**config.mk**
```make
export PLATFORM = sky130hd
export DESIGN_NAME = crc_fold_unit
export DESIGN_NICKNAME = d
export VERILOG_FILES = /design/src/rtl/crc_fold_pkg.sv /design/src/rtl/crc_clmul_window.sv /design/src/rtl/crc_fold_front.sv /design/src/rtl/crc_fold_back.sv /design/src/rtl/crc_fold_unit.sv
export SDC_FILE = /design/constraint.sdc
export NUM_CORES = 1
export LEC_CHECK = 0
export BUFFER_PORTS_ARGS = -buffer_cell sky130_fd_sc_hd__buf_2
export CORE_MARGIN = 2
export CORE_UTILIZATION = 50
export DETAILED_ROUTE_END_ITERATION = 7
export GPL_ROUTABILITY_DRIVEN = 0
export PLACE_DENSITY = 0.68
export SLEW_MARGIN = 30
export SYNTH_ARGS = -nofsm -noshare
export SYNTH_HDL_FRONTEND = slang
export SYNTH_HIERARCHICAL = 1
export SYNTH_SLANG_ARGS = --single-unit
```
**constraint.sdc**
```tcl
create_clock -name clk_i -period 3.53 [get_ports clk_i]
set_input_delay 0.706 -clock clk_i [delete_from_list [all_inputs] [get_ports clk_i]]
set_output_delay 0.706 -clock clk_i [all_outputs]
set_load 0.01 [all_outputs]
```
**src/rtl/crc_fold_pkg.sv**
```systemverilog
package crc_fold_pkg;

  localparam int unsigned CRC_W = 32;

  typedef enum logic [1:0] {
    CHUNK_8   = 2'b00,
    CHUNK_16  = 2'b01,
    CHUNK_32  = 2'b10,
    CHUNK_32B = 2'b11
  } chunk_e;

  // number of low operand bits consumed for a size code
  function automatic logic [5:0] chunk_len(input logic [1:0] code);
    case (chunk_e'(code))
      CHUNK_8:  chunk_len = 6'd8;
      CHUNK_16: chunk_len = 6'd16;
      default:  chunk_len = 6'd32;
    endcase
  endfunction

  function automatic logic [CRC_W-1:0] bit_rev(input logic [CRC_W-1:0] v);
    for (int i = 0; i < CRC_W; i++) bit_rev[i] = v[CRC_W-1-i];
  endfunction

  // quotient of x^(2W) by {1,gen}; the leading x^W term is dropped
  function automatic logic [CRC_W-1:0] barrett_const(input logic [CRC_W-1:0] gen);
    logic [CRC_W:0]   win;
    logic [CRC_W-1:0] quo;
    win = '0;
    quo = '0;
    for (int i = 2 * CRC_W; i >= 0; i--) begin
      win = {win[CRC_W-1:0], (i == 2 * CRC_W)};
      if (win[CRC_W]) begin
        win = win ^ {1'b1, gen};
        if (i < CRC_W) quo[i] = 1'b1;
      end
    end
    barrett_const = quo;
  endfunction

endpackage

```
**src/rtl/crc_clmul_window.sv**
```systemverilog
// Carry-less product of a and b, returning only bits [LO +: OW].
module crc_clmul_window #(
  parameter int unsigned AW = 32,
  parameter int unsigned BW = 32,
  parameter int unsigned LO = 0,
  parameter int unsigned OW = 32
) (
  input  logic [AW-1:0] a_i,
  input  logic [BW-1:0] b_i,
  output logic [OW-1:0] p_o
);

  for (genvar k = 0; k < OW; k++) begin : g_bit
    logic acc;
    always_comb begin
      acc = 1'b0;
      for (int i = 0; i < BW; i++) begin
        if ((int'(k + LO) - i) >= 0 && (int'(k + LO) - i) < int'(AW))
          acc = acc ^ (a_i[int'(k + LO) - i] & b_i[i]);
      end
    end
    assign p_o[k] = acc;
  end

endmodule

```
**src/rtl/crc_fold_front.sv**
```systemverilog
// Cycle 0: reflect the consumed chunk, estimate the Barrett quotient.
module crc_fold_front
  import crc_fold_pkg::*;
#(
  parameter logic [CRC_W-1:0] GEN_A = 32'h04C1_1DB7,
  parameter logic [CRC_W-1:0] GEN_B = 32'h1EDC_6F41
) (
  input  logic             clk_i,
  input  logic             rst_ni,
  input  logic             take_i,
  input  logic [CRC_W-1:0] data_i,
  input  logic [1:0]       size_i,
  input  logic             poly_i,
  output logic             s0_valid_o,
  output logic [CRC_W-1:0] s0_quo_o,
  output logic [CRC_W-1:0] s0_keep_o,
  output logic             s0_poly_o
);

  localparam logic [CRC_W-1:0] MU_A = barrett_const(GEN_A);
  localparam logic [CRC_W-1:0] MU_B = barrett_const(GEN_B);

  logic [5:0]       nbits;
  logic [CRC_W-1:0] chunk_rev;
  logic [CRC_W-1:0] mu_sel;
  logic [CRC_W-2:0] quo_hi;
  logic [CRC_W-1:0] quo;

  assign nbits     = chunk_len(size_i);
  assign chunk_rev = bit_rev(data_i << (6'(CRC_W) - nbits));
  assign mu_sel    = poly_i ? MU_B : MU_A;

  crc_clmul_window #(
    .AW(CRC_W), .BW(CRC_W), .LO(CRC_W), .OW(CRC_W-1)
  ) u_mul_mu (
    .a_i(chunk_rev),
    .b_i(mu_sel),
    .p_o(quo_hi)
  );

  assign quo = chunk_rev ^ {1'b0, quo_hi};

  always_ff @(posedge clk_i or negedge rst_ni) begin
    if (!rst_ni) begin
      s0_valid_o <= 1'b0;
      s0_quo_o   <= '0;
      s0_keep_o  <= '0;
      s0_poly_o  <= 1'b0;
    end else begin
      s0_valid_o <= take_i;
      if (take_i) begin
        s0_quo_o  <= quo;
        s0_keep_o <= data_i >> nbits;
        s0_poly_o <= poly_i;
      end
    end
  end

endmodule

```
**src/rtl/crc_fold_back.sv**
```systemverilog
// Cycle 1: remainder = low word of quotient times generator, then merge.
module crc_fold_back
  import crc_fold_pkg::*;
#(
  parameter logic [CRC_W-1:0] GEN_A = 32'h04C1_1DB7,
  parameter logic [CRC_W-1:0] GEN_B = 32'h1EDC_6F41
) (
  input  logic             clk_i,
  input  logic             rst_ni,
  input  logic             s0_valid_i,
  input  logic [CRC_W-1:0] s0_quo_i,
  input  logic [CRC_W-1:0] s0_keep_i,
  input  logic             s0_poly_i,
  output logic             done_o,
  output logic [CRC_W-1:0] result_o
);

  logic [CRC_W-1:0] gen_sel;
  logic [CRC_W-1:0] rem;

  assign gen_sel = s0_poly_i ? GEN_B : GEN_A;

  crc_clmul_window #(
    .AW(CRC_W), .BW(CRC_W), .LO(0), .OW(CRC_W)
  ) u_mul_gen (
    .a_i(s0_quo_i),
    .b_i(gen_sel),
    .p_o(rem)
  );

  always_ff @(posedge clk_i or negedge rst_ni) begin
    if (!rst_ni) begin
      done_o   <= 1'b0;
      result_o <= '0;
    end else begin
      done_o <= s0_valid_i;
      if (s0_valid_i) result_o <= s0_keep_i ^ bit_rev(rem);
    end
  end

endmodule

```
**src/rtl/crc_fold_unit.sv**
```systemverilog
module crc_fold_unit
  import crc_fold_pkg::*;
#(
  parameter logic [CRC_W-1:0] GEN_A = 32'h04C1_1DB7,
  parameter logic [CRC_W-1:0] GEN_B = 32'h1EDC_6F41
) (
  input  logic             clk_i,
  input  logic             rst_ni,
  input  logic             req_valid_i,
  output logic             req_ready_o,
  input  logic [CRC_W-1:0] req_data_i,
  input  logic [1:0]       req_size_i,
  input  logic             req_poly_i,
  output logic             done_o,
  output logic [CRC_W-1:0] result_o
);

  logic             take;
  logic             s0_valid;
  logic [CRC_W-1:0] s0_quo;
  logic [CRC_W-1:0] s0_keep;
  logic             s0_poly;

  assign req_ready_o = !s0_valid;
  assign take        = req_valid_i && req_ready_o;

  crc_fold_front #(.GEN_A(GEN_A), .GEN_B(GEN_B)) u_front (
    .clk_i     (clk_i),
    .rst_ni    (rst_ni),
    .take_i    (take),
    .data_i    (req_data_i),
    .size_i    (req_size_i),
    .poly_i    (req_poly_i),
    .s0_valid_o(s0_valid),
    .s0_quo_o  (s0_quo),
    .s0_keep_o (s0_keep),
    .s0_poly_o (s0_poly)
  );

  crc_fold_back #(.GEN_A(GEN_A), .GEN_B(GEN_B)) u_back (
    .clk_i     (clk_i),
    .rst_ni    (rst_ni),
    .s0_valid_i(s0_valid),
    .s0_quo_i  (s0_quo),
    .s0_keep_i (s0_keep),
    .s0_poly_i (s0_poly),
    .done_o    (done_o),
    .result_o  (result_o)
  );

endmodule

```
# Word-level counts from Yosys, hierarchy flattened
# Cells that the tools add are included.
[op_classes]
n_addsub = 1
bitwise_logic = 1987
reduce_logical = 3
eq_ne = 1
muxes = 3
shift = 2
[op_table]
columns = ["cell", "count"]
rows = [
  ["$xor A1 B1 Y1", 961],
  ["$and A1 B1 Y1", 928],
  ["$and A1 B1 Y1 const B", 96],
  ["$mux W29", 2],
  ["$shl A32 B6 Y32", 1],
  ["$shr A32 B6 Y32", 1],
  ["$xor A32 B31 Y32", 1],
  ["$xor A32 B32 Y32", 1],
  ["$pmux W6 S2", 1],
  ["$sub A6 B6 Y6 const A", 1],
  ["$eq A2 B1 Y1 const B", 1],
  ["$logic_not A2 Y1", 1],
  ["$logic_and A1 B1 Y1", 1],
  ["$logic_not A1 Y1", 1],
]
[word_totals]
regBits = 99
input_bits = 38
elab_cells = 2003

# Logic depth before layout (Yosys ltp)
# Gate-level depths: netlist (run 1).
[logic_depth]
word_depth = 36
mapped_depth = 20
mapped_depth_nobuf = 15

# By module
# The synthesis (run 1) kept the hierarchy.
[by_module_without_submodules]
columns = ["module", "cells_per_inst", "n_inst", "area_each_um2", "seq_area_each_um2"]
rows = [
  ["crc_clmul_window at u_back.u_mul_gen", 1156, 1, 7280.7, 0.0],
  ["crc_clmul_window at u_front.u_mul_mu", 1059, 1, 6746.5, 0.0],
  ["crc_fold_front", 370, 1, 3744.8, 1651.6],
  ["crc_fold_back", 139, 1, 1547.7, 825.8],
  ["crc_fold_unit", 2, 1, 10.0, 0.0],
]

# Least setup slack after synthesis (run 1)
# No wires, ideal clock.
[synth_timing]
kind = "in2reg"
from = "in req_size_i[0]"
to = "reg u_front.s0_quo_o[0]"
path_slack_ps = -648
arrival_ps = 4050
n_path_buf = 5
t_required_ps = 3402
stages = 18
cell_sequence = "buf_4 > buf_6 > buf_2 > nand2_1 > ha_1 > xnor2_2 > and3_1 > buf_6 > nand2_2 > xnor3_1 > xnor3_1 > xnor3_1 > xnor3_1 > buf_4 > nand2_1 > o2bb2ai_1 > a31oi_1 > o41ai_1"
[synth_via]
word_cells_on_any_way = 67
[synth_lines]
columns = ["element", "line", "source"]
rows = [
  ["from (decl)", "crc_fold_unit.sv:12", "input logic [1:0] req_size_i,"],
  ["$eq A2 B1 Y1 / $logic_not A2 Y1 (equally long branches)", "crc_fold_pkg.sv:14", "case (chunk_e'(code))"],
  ["$pmux W6 S2 *", "crc_fold_pkg.sv:14", ""],
  ["$sub A6 B6 Y6 *", "crc_fold_front.sv:30", "assign chunk_rev = bit_rev(data_i << (6'(CRC_W) - nbits));"],
  ["$shl A32 B6 Y32 *", "crc_fold_front.sv:30", ""],
  ["named net u_front.chunk_rev[28]", "crc_fold_front.sv:24", "logic [CRC_W-1:0] chunk_rev;"],
  ["$and A1 B1 Y1 *", "crc_clmul_window.sv:19", "acc = acc ^ (a_i[int'(k + LO) - i] & b_i[i]);"],
  ["$xor A1 B1 Y1 * (28 in series)", "crc_clmul_window.sv:19", ""],
  ["named net u_front.u_mul_mu.g_bit[0].acc", "crc_clmul_window.sv:14", "logic acc;"],
  ["$xor A32 B31 Y32 *", "crc_fold_front.sv:41", "assign quo = chunk_rev ^ {1'b0, quo_hi};"],
  ["to (signal assigned)", "crc_fold_front.sv:52", "s0_quo_o <= quo;"],
  ["to (decl)", "crc_fold_front.sv:15", "output logic [CRC_W-1:0] s0_quo_o,"],
]
# Mark *: on every way through the listed nets, which the timed path passes. The rest lies on a longest branch.
# A chain may end at the register's enable or synchronous reset.

# Worst setup path in the final report (run 1)
[layout_timing]
from = "in req_size_i[0]"
to = "reg u_front.s0_quo_o[15]"
[layout_via]
word_cells_on_any_way = 37
[layout_lines]
columns = ["element", "line", "source"]
rows = [
  ["$eq A2 B1 Y1 / $logic_not A2 Y1 (equally long branches)", "crc_fold_pkg.sv:14", ""],
  ["$pmux W6 S2 *", "crc_fold_pkg.sv:14", ""],
  ["$sub A6 B6 Y6 *", "crc_fold_front.sv:30", ""],
  ["$shl A32 B6 Y32 *", "crc_fold_front.sv:30", ""],
  ["named net u_front.chunk_rev[22]", "crc_fold_front.sv:24", ""],
  ["$and A1 B1 Y1 *", "crc_clmul_window.sv:19", ""],
  ["$xor A1 B1 Y1 * (7 in series)", "crc_clmul_window.sv:19", ""],
  ["named net u_front.quo_hi[15]", "crc_fold_front.sv:26", "logic [CRC_W-2:0] quo_hi;"],
  ["$xor A32 B31 Y32 *", "crc_fold_front.sv:41", ""],
]
# Marks and branches as above.

==> flow_summary_export.csv, run 1 <==
group,metric,value,unit
power_and_ir_drop,p_sw_share,50.85,%
floorplanning,fp.dieW,200.6,µm
synth,syn_inst,2725,
route,routed_wl,60380,µm
route,dr.pass1.iters,8,
global_route,grt_overflow,0,
floorplanning,rows,72,
finish,drive_above_1_share,10.62,%
critical_path,max_stage_delay,0.35,ns
power_and_ir_drop,p_seq_share,11.4,%
power_and_ir_drop,pwr-share-comb,83.3,%
floorplanning,die_h,200.6,µm
clock_network,cts_buffer_depth,2,
timing,tightest_slew,0.9548,ns
critical_path,path_delay_family,"XOR/XNOR gates",
route,drtIter0Drc,1669,
global_route,antenna_found_initial,1,
placed_design,dpl.hpwl,40770,µm
timing,min_period,3.371,ns
critical_path,cp_slowest_cell,"xnor2_1",
global_route,grt_max_degree,143,
finish,syn2layout_area_growth,6.532,%
global_route,grt_pass1_wl,94200,µm
route,postRouteAntennaNets,0,
hold_path,hold_class,"primary input to asynchronous set/reset pin",
timing,final_hold_viol_count,0,
critical_path,crit_type,"primary input to flip-flop",
critical_path,startpoint,"req_size_i[0]",
finish,antenna_cells,0,
synth,yosysWarnings,6,
critical_path,crit_buf_inv,5,
critical_path,cp_max_fo,10,
power_and_ir_drop,p_leak,7.888,nW
global_route,grt_pass1_vias,16950,
synth,avgSynthCellArea,7.092,µm²
route,drc_errors,0,
power_and_ir_drop,p_int,0.009973,W
power_and_ir_drop,totalPowerFinal,0.02029,W
power_and_ir_drop,ir_drop,620.2,µV
critical_path,path_cells,"buf_2 -> nor2_4 -> inv_2 -> ha_4 -> xnor2_4 -> buf_4 -> and3_1 -> buf_12 -> buf_4 -> nand2_1 -> xor2_1 -> xnor2_1 -> xnor2_1 -> xnor2_1 -> xnor2_1 -> a21oi_1",
clock_network,cts_hold_buf,0,
critical_path,cp.required,3.74,ns
finish,nFillCells,3694,
finish,nets,2785,
timing,slew_headroom,36.35,%
route,viasPerCell,5.291,
clock_network,cts_sinks,99,
clock_network,cts_tree,"built",
global_route,grt_usage,29.27,%
clock_network,numCtsBuffers,9,
clock_network,htreeDepth,3,
timing,min_period_over_period,95.48,%
critical_path,start_kind,"primary input",
route,vias,17290,
power_and_ir_drop,power_frac_clock,5.3,%
status,status,"finished clean",
floorplanning,start_util,50.36,%
floorplanning,coreArea,38380,µm²
critical_path,cpMostUsedCell,"xnor2_1",
placed_design,io_buffer_count,71,
synth,synthesis.area,19330,µm²
clock_network,clk_pin_slew,0.08,ns
run,cap_violations,0,
critical_path,reg2reg_from,"u_front/s0_poly_o$_DFFE_PN0P_",
timing,fmax,0.2967,GHz
timing,tns,0,ns
critical_path,cp.arrival,3.58,ns
power_and_ir_drop,switchingPower,0.01032,W
floorplanning,ios,72,
critical_path,cp-end-kind,"flip-flop",
power_and_ir_drop,p_per_area,985.6,nW/µm²
route,wire_per_inst,18.48,µm
timing,setup_viol,0,
clock_network,clk_latency,0.37,ns
floorplanning,die-area,40240,µm²
timing,grt_setup_unrepaired,"no",
timing,finClkSkew,0.01495,ns
timing,slew_violations,0,
clock_network,cts_root_buf,"clkbuf_16",
[placed cells by master, fill, tap and decap left out, types with 2 or more instances in the layout]
cell type / n
a211oi_2: 6
a21boi_0: 8
a21oi_1: 59
a21oi_2: 20
a21oi_4: 6
a31oi_1: 2
and2_1: 2
and3_1: 4
and3_2: 3
and3_4: 9
buf_12: 22
buf_2: 69
buf_4: 121
clkbuf_16: 9
clkinv_8: 3
conb_1: 96
dfrtp_1: 97
ha_4: 2
inv_1: 2
inv_6: 4
mux2_2: 4
mux2i_1: 26
nand2_1: 1037
nand2_4: 3
nand2b_1: 2
nand3b_1: 8
nor2_1: 78
nor2b_1: 6
o2bb2ai_1: 34
o41ai_1: 2
xnor2_1: 753
xnor3_1: 27
xor2_1: 214
[what timing repair did]
item	in CTS	in global routing
endpoints found under the setup margin	0	1
gates resized for setup	0	1
hold endpoints to repair	0	0
buffers inserted	0	2
[area by class of cell]
cell class	instances	area, µm²	area share (%)
tap	518	648.1	3.148
timing repair buffer	212	1694	8.228
clock buffer	9	225.2	1.094
multi-input combinational	2417	15420	74.88
inverter	6	30.03	0.1459
clock inverter	7	91.34	0.4436
sequential	99	2482	12.06
[per-stage QoR]
| step | instance area (µm²) | utilization, % | hold WS, ns | setup WS [ns] | std cells |
|---|---|---|---|---|---|
| after floorplan | 19920 | - | 0.4104 | -0.1313 | 2817 |
| after global placement | 20260 | 52.78 | 0.4904 | -0.09966 | 3250 |
| after detailed placement | 20260 | 52.78 | 0.4947 | -0.1307 | 3250 |
| after CTS | 20570 | 53.61 | 0.3844 | 0.2309 | 3266 |
| after global routing | 20590 | 53.65 | 0.3958 | 0.03321 | 3268 |
| final | 20590 | 53.65 | 0.3536 | 0.1595 | 3268 |
[path summary, 6_finish.rpt]
| kind | end | slack [ns] | cells after the start |
|---|---|---|---|
| max in group asynchronous | u_front/s0_valid_o$_DFF_PN0_ | 2.45 | 2 |
| worst min register to register | u_front/s0_keep_o[27]$_DFFE_PN0P_ | 0.51 | 1 |
| worst max-delay path | u_front/s0_quo_o[15]$_DFFE_PN0P_ | 0.16 | 16 |
| worst max register to register | u_back/result_o[3]$_DFFE_PN0P_ | 0.72 | 10 |
| min in group clk_i | u_front/s0_keep_o[27]$_DFFE_PN0P_ | 0.51 | 1 |
| worst min-delay path | u_back/result_o[0]$_DFFE_PN0P_ | 0.35 | 1 |
[per-layer routing]
layer,track usage (%),part of all wire (%),up-vias
li1,-,-,8124
met1,37.60,41,8189
met3,2.808,7.7,168
met5,0,0.017,-
met4,13.57,4.5,2
met2,49.65,47,807
[flip-flops by register name, indices dropped and copies added, names as in the netlist]
name and flops:
u_back/done_o 1, u_back/result_o 32, u_front/s0_keep_o 32, u_front/s0_poly_o 1, u_front/s0_quo_o 32, u_front/s0_valid_o 1
[power by group through the flow]
stage               sequential (W)  clock [W]  combinational [W]
detailed placement         0.00232          0             0.0166
global placement           0.00230          0             0.0162
finish                     0.00232    0.00107             0.0169
global route               0.00235    0.00113             0.0179
floorplan                  0.00187          0             0.0161
CTS                        0.00229    0.00109             0.0166
No activity file was read; power rests on OpenSTA's default activity.
==> run 2: changes to the inputs <==
--- a/config.mk
+++ b/config.mk
@@ -5,12 +5,13 @@
 export SDC_FILE = /design/constraint.sdc
 export NUM_CORES = 1
 export LEC_CHECK = 0
+export ABC_AREA = 1
 export BUFFER_PORTS_ARGS = -buffer_cell sky130_fd_sc_hd__buf_2
 export CORE_MARGIN = 2
 export CORE_UTILIZATION = 50
 export DETAILED_ROUTE_END_ITERATION = 7
 export GPL_ROUTABILITY_DRIVEN = 0
-export PLACE_DENSITY = 0.68
+export PLACE_DENSITY = 0.67
 export SLEW_MARGIN = 30
 export SYNTH_ARGS = -nofsm -noshare
 export SYNTH_HDL_FRONTEND = slang
==> run 2 against run 1 <==
Compared with the run above:
- utilization is 1.2 points higher
- first-iteration DRC count is 10% higher
- register-to-register slack better by 0.07 ns
- clock skew is 0.0028 ns higher
- die area is 18% higher
- critical endpoint is now u_front/s0_quo_o[5]$_DFFE_PN0P_
==> flow_summary_export.csv, run 2 <==
group,metric,value,unit
route,wire_per_inst,14.83,µm
floorplanning,rows,78,
clock_network,clk_latency,0.37,ns
timing,setup_viol,0,
route,wl_met3,3827,µm
global_route,grt_pass1_vias,20790,
timing,finClkSkew,0.01779,ns
finish,fin_util,54.86,%
clock_network,cts_tree,"built",
placed_design,dpl_cell_area,24350,µm²
finish,reg_top3,"u_back/result_o: 32 flops, u_front/s0_keep_o: 32 flops, u_front/s0_quo_o: 32 flops",
critical_path,cp.arrival,3.61,ns
route,vias,23160,
power_and_ir_drop,ir_drop,429.5,µV
route,viasPerCell,4.961,
route,dr.pass1.iters,7,
global_route,grt_usage,28.95,%
clock_network,cts_buffer_depth,2,
clock_network,cts_root_buf,"clkbuf_16",
timing,slew_headroom,36.57,%
finish,final_common_cell,"nand2_1",
hold_path,hold_class,"primary input to asynchronous set/reset pin",
finish,drive_above_1_share,10.55,%
floorplanning,start_util,50.49,%
timing,tightest_slew,0.9515,ns
critical_path,cp_max_fo,8,
floorplanning,die_h,217.6,µm
power_and_ir_drop,pwr-share-comb,79.2,%
route,drc_errors,0,
critical_path,path_delay_family,"simple AND/OR/NAND/NOR gates",
synth,syn_inst,3951,
global_route,antenna_found_initial,0,
finish,nets,4103,
route,wl_met2,32470,µm
route,wl_met1,29680,µm
critical_path,cp.required,3.82,ns
timing,fmax,0.3017,GHz
finish,instances_no_fill,4668,
finish,final_area,24790,µm²
power_and_ir_drop,power_frac_clock,6.8,%
synth,avgSynthCellArea,5.774,µm²
placed_design,placedCellCount,4647,
floorplanning,fp.dieW,217.6,µm
timing,min_period_over_period,93.89,%
power_and_ir_drop,p_per_area,630.1,nW/µm²
power_and_ir_drop,p_int,0.006952,W
clock_network,cts_sinks,99,
power_and_ir_drop,p_seq_share,14.0,%
synth,synthesis.area,22810,µm²
critical_path,crit_buf_inv,9,
route,drtIter0Drc,1839,
floorplanning,coreArea,45190,µm²
timing,min_period,3.314,ns
clock_network,cts_hold_buf,0,
placed_design,io_buffer_count,71,
global_route,grt_pass1_wl,110100,µm
power_and_ir_drop,p_sw_share,55.49,%
critical_path,start_kind,"primary input",
placed_design,dpl.hpwl,50820,µm
synth,yosysWarnings,6,
floorplanning,die-area,47350,µm²
route,postRouteAntennaNets,0,
clock_network,htreeDepth,3,
power_and_ir_drop,p_leak,12.66,nW
critical_path,cp_slowest_cell,"xnor2_1",
finish,final_cell_mix,"1,951 x nand2_1, 440 x xnor2_1, 324 x inv_1, 270 x xor2_1, 212 x nand3_1",
clock_network,numCtsBuffers,9,
timing,grt_setup_unrepaired,"yes",
run,cap_violations,0,
critical_path,cp-end-kind,"flip-flop",
global_route,grt_max_degree,146,
global_route,grt_overflow,0,
timing,slew_violations,0,
floorplanning,ios,72,
route,routed_wl,69220,µm
critical_path,cpMostUsedCell,"nand2_1",
clock_network,clk_pin_slew,0.08,ns
power_and_ir_drop,switchingPower,0.008668,W
critical_path,max_stage_delay,0.19,ns
finish,antenna_cells,0,
critical_path,crit_type,"primary input to flip-flop",
route,dr.max_layer_used,"met4",
status,status,"finished clean",
timing,holdWs,0.3626,ns
finish,syn2layout_area_growth,8.660,%
timing,final_hold_viol_count,0,
==> run 2: cell types whose count changed in the layout (fill, tap and decap cells not counted), sizes merged, moves of 58 or more <==
| cell | change |
|---|---|
| nand2 | +946 |
| inv | +326 |
| xnor2 | -286 |
| nand3 | +215 |
| buf | +93 |
| a21oi | -69 |
| xor2 | +58 |
==> run 2: layout make-up <==
cell class,instances,area (µm²)
tap,600,750.7
timing repair buffer,306,2474
multi-input combinational,3312,17470
fill,4703,20400
clock buffer,10,239.0
clock inverter,6,83.83
sequential,99,2481
inverter,335,1290
==> run 2: through the flow <==
step | power [W] | TNS (ns) | setup slack, ns
global route | 0.01720 | -0.03577 | -0.02829
detailed placement | 0.01428 | -2.237 | -0.2442
finish | 0.01562 | 0 | 0.2156
global placement | 0.01407 | -1.548 | -0.2162
floorplan | 0.01269 | 0 | 0.002887
CTS | 0.01540 | 0 | 0.1276
==> run 2: repair_timing <==
item / 4_1_cts / 5_1_grt
endpoints found under the setup margin: 0 / 15
setup buffers: 0 / 5
resized for setup: 0 / 24
==> run 2: power by group through the flow <==
stage | Combinational (W) | Clock [W] | Sequential [W]
finish | 0.0124 | 0.00107 | 0.00219
floorplan | 0.0109 | 0 | 0.00182
global route | 0.0138 | 0.00113 | 0.00223
detailed placement | 0.0121 | 0 | 0.00220
global placement | 0.0119 | 0 | 0.00219
CTS | 0.0121 | 0.00108 | 0.00218
==> run 2: per-layer routing <==
metal	up-vias	global-route usage [%]
met4	0	14.02
met1	10470	36.39
met2	699	49.77
met5	-	0
met3	161	2.524
li1	11830	-
==> run 2: path summary, 6_finish.rpt <==
path	start	end	slack, ns	cells after the start
min in group clk_i	u_back/result_o[24]$_DFFE_PN0P_	u_back/result_o[24]$_DFFE_PN0P_	0.47	2
max in group asynchronous	rst_ni	u_front/s0_keep_o[14]$_DFFE_PN0P_	2.30	2
setup / recovery	req_size_i[1]	u_front/s0_quo_o[5]$_DFFE_PN0P_	0.22	27
hold reg to reg	u_back/result_o[24]$_DFFE_PN0P_	u_back/result_o[24]$_DFFE_PN0P_	0.47	2
setup reg to reg	u_front/s0_poly_o$_DFFE_PN0P_	u_back/result_o[3]$_DFFE_PN0P_	0.79	14
hold / removal	rst_ni	u_back/result_o[7]$_DFFE_PN0P_	0.36	1
==> run 3: changes to the inputs <==
--- a/config.mk
+++ b/config.mk
@@ -11,7 +11,7 @@
 export CORE_UTILIZATION = 50
 export DETAILED_ROUTE_END_ITERATION = 7
 export GPL_ROUTABILITY_DRIVEN = 0
-export PLACE_DENSITY = 0.67
+export PLACE_DENSITY = 0.66
 export SLEW_MARGIN = 30
 export SYNTH_ARGS = -nofsm -noshare
 export SYNTH_HDL_FRONTEND = slang
==> run 3 against run 2 <==
Compared with the run above:
- combinational power hardly changed
- routed wire length grew 0.97%
- clock power is essentially flat
- via count decreased by 0.60%
- die area is the same
- first-iteration DRC count is 4.5% higher
- critical path depth grew 1
- clock-buffer cell count fell by 1
- clock skew shrank 0.0045 ns
- flip-flop and latch count stayed put
==> flow_summary_export.csv, run 3 (same netlist as run 2, synthesis figures left out) <==
group,metric,value,unit
power_and_ir_drop,p_leak,12.62,nW
finish,nFillCells,4643,
global_route,antenna_found_initial,0,
clock_network,numCtsBuffers,9,
critical_path,cp_max_fo,12,
timing,holdWs,0.3775,ns
power_and_ir_drop,p_per_area,629.6,nW/µm²
clock_network,cts_hold_buf,0,
timing,final_hold_viol_count,0,
critical_path,start_kind,"primary input",
timing,finClkSkew,0.01327,ns
timing,min_period,3.313,ns
floorplanning,ios,72,
power_and_ir_drop,power_frac_clock,6.9,%
critical_path,cp_slowest_cell,"xnor2_2",
route,drc_errors,0,
timing,setup_viol,0,
finish,final_cell_mix,"1,947 x nand2_1, 440 x xnor2_1, 324 x inv_1, 269 x xor2_1, 214 x nand3_1",
route,vias,23020,
power_and_ir_drop,p_int,0.006915,W
clock_network,cts_buffer_depth,2,
clock_network,htreeDepth,3,
timing,slew_violations,0,
placed_design,dpl.hpwl,52270,µm
route,dr.pass1.iters,6,
finish,fin_util,54.68,%
power_and_ir_drop,switchingPower,0.008640,W
clock_network,cts_sinks,99,
clock_network,cts_root_buf,"clkbuf_16",
critical_path,cp.required,3.78,ns
clock_network,cts_tree,"built",
power_and_ir_drop,p_seq_share,14.2,%
global_route,grt_pass1_vias,20560,
global_route,grt_pass1_wl,110500,µm
critical_path,cpMostUsedCell,"nand2_1",
timing,fmax,0.3018,GHz
floorplanning,rows,78,
route,wire_per_inst,14.99,µm
route,postRouteAntennaNets,0,
clock_network,clk_pin_slew,0.08,ns
floorplanning,fp.dieW,217.6,µm
critical_path,cp-end-kind,"flip-flop",
finish,nets,4096,
route,routed_wl,69890,µm
finish,final_common_cell,"nand2_1",
power_and_ir_drop,p_sw_share,55.54,%
finish,drive_above_1_share,10.47,%
hold_path,hold_class,"primary input to asynchronous set/reset pin",
placed_design,io_buffer_count,71,
floorplanning,die-area,47350,µm²
run,cap_violations,0,
power_and_ir_drop,pwr-share-comb,78.9,%
timing,slew_headroom,43.30,%
route,drtIter0Drc,1921,
global_route,use_met1,37.50,%
global_route,busiest_layer,"met2",
status,status,"finished clean",
route,viasPerCell,4.938,
global_route,grtUsageMet2,50.20,%
timing,min_period_over_period,93.86,%
clock_network,clk_latency,0.37,ns
critical_path,max_stage_delay,0.23,ns
global_route,use_met3,2.273,%
global_route,grt_overflow,0,
critical_path,cp.arrival,3.57,ns
global_route,grt_max_degree,67,
floorplanning,start_util,50.49,%
finish,reg_top3,"u_back/result_o: 32 flops, u_front/s0_keep_o: 32 flops, u_front/s0_quo_o: 32 flops",
floorplanning,die_h,217.6,µm
floorplanning,coreArea,45190,µm²
global_route,grt_usage,29.20,%
finish,syn2layout_area_growth,8.297,%
power_and_ir_drop,ir_drop,377.7,µV
timing,tightest_slew,0.8505,ns
finish,antenna_cells,0,
critical_path,crit_type,"primary input to flip-flop",
timing,grt_setup_unrepaired,"no",
run 3: repair_timing:
action	4_1_cts	5_1_grt
hold endpoints to repair	0	0
buffers inserted	0	7
setup endpoints to repair	0	16
resized for setup	0	29
run 3: path summary, 6_finish.rpt:
kind	start	endpoint	slack [ns]	depth (start not counted)
max	req_size_i[1]	u_front/s0_quo_o[2]$_DFFE_PN0P_	0.22	28
min	rst_ni	u_back/result_o[25]$_DFFE_PN0P_	0.38	1
max reg2reg	u_front/s0_poly_o$_DFFE_PN0P_	u_back/result_o[3]$_DFFE_PN0P_	0.61	16
min reg2reg	u_front/s0_valid_o$_DFF_PN0_	u_front/s0_valid_o$_DFF_PN0_	0.48	1
max in group asynchronous	rst_ni	u_front/s0_keep_o[5]$_DFFE_PN0P_	2.39	2
min in group clk_i	u_front/s0_valid_o$_DFF_PN0_	u_front/s0_valid_o$_DFF_PN0_	0.48	1
run 3: final cells by class:
type,instances,area [µm²],share of cell area (%)
clock buffer,9,225.2,0.9115
clock inverter,7,91.34,0.3697
inverter,335,1277,5.170
multi-input combinational,3312,17490,70.78
sequential,99,2481,10.04
tap,600,750.7,3.038
timing repair buffer,299,2395,9.693
run 3: routing by layer:
layer | up-vias | part of all wire [%]
li1 | 11830 | -
met5 | - | 0
met2 | 669 | 47
met4 | 0 | 4.0
met1 | 10400 | 44
met3 | 120 | 5.0
run 3: worst max-delay path, delay by kind of cell:
family,cells,cell delay (ns)
simple gates,15,1.25
buf+inv,10,1.05
fa+ha+maj,1,0.13
xor+xnor,2,0.40
run 3: per-stage QoR:
| step | setup slack, ns | instance area [µm²] | setup TNS (ns) | total power, W | std cells |
|---|---|---|---|---|---|
| 2_1_floorplan | 0.002887 | 23330 | 0 | 0.01269 | 4046 |
| 3_3_place_gp | -0.2726 | 24230 | -3.349 | 0.01408 | 4638 |
| 3_5_place_dp | -0.3448 | 24230 | -4.133 | 0.01428 | 4638 |
| 4_1_cts | 0.03979 | 24550 | 0 | 0.01540 | 4654 |
| 5_1_grt | 0.004351 | 24710 | 0 | 0.01720 | 4661 |
| 6_report | 0.2167 | 24710 | 0 | 0.01555 | 4661 |
run 3: power groups by stage:
stage	registers, W	logic (W)	clock network, W
after floorplan	0.00182	0.0109	0
after global placement	0.00222	0.0119	0
after detailed placement	0.00222	0.0121	0
after CTS	0.00220	0.0121	0.00108
after global routing	0.00226	0.0138	0.00113
final	0.00221	0.0123	0.00107
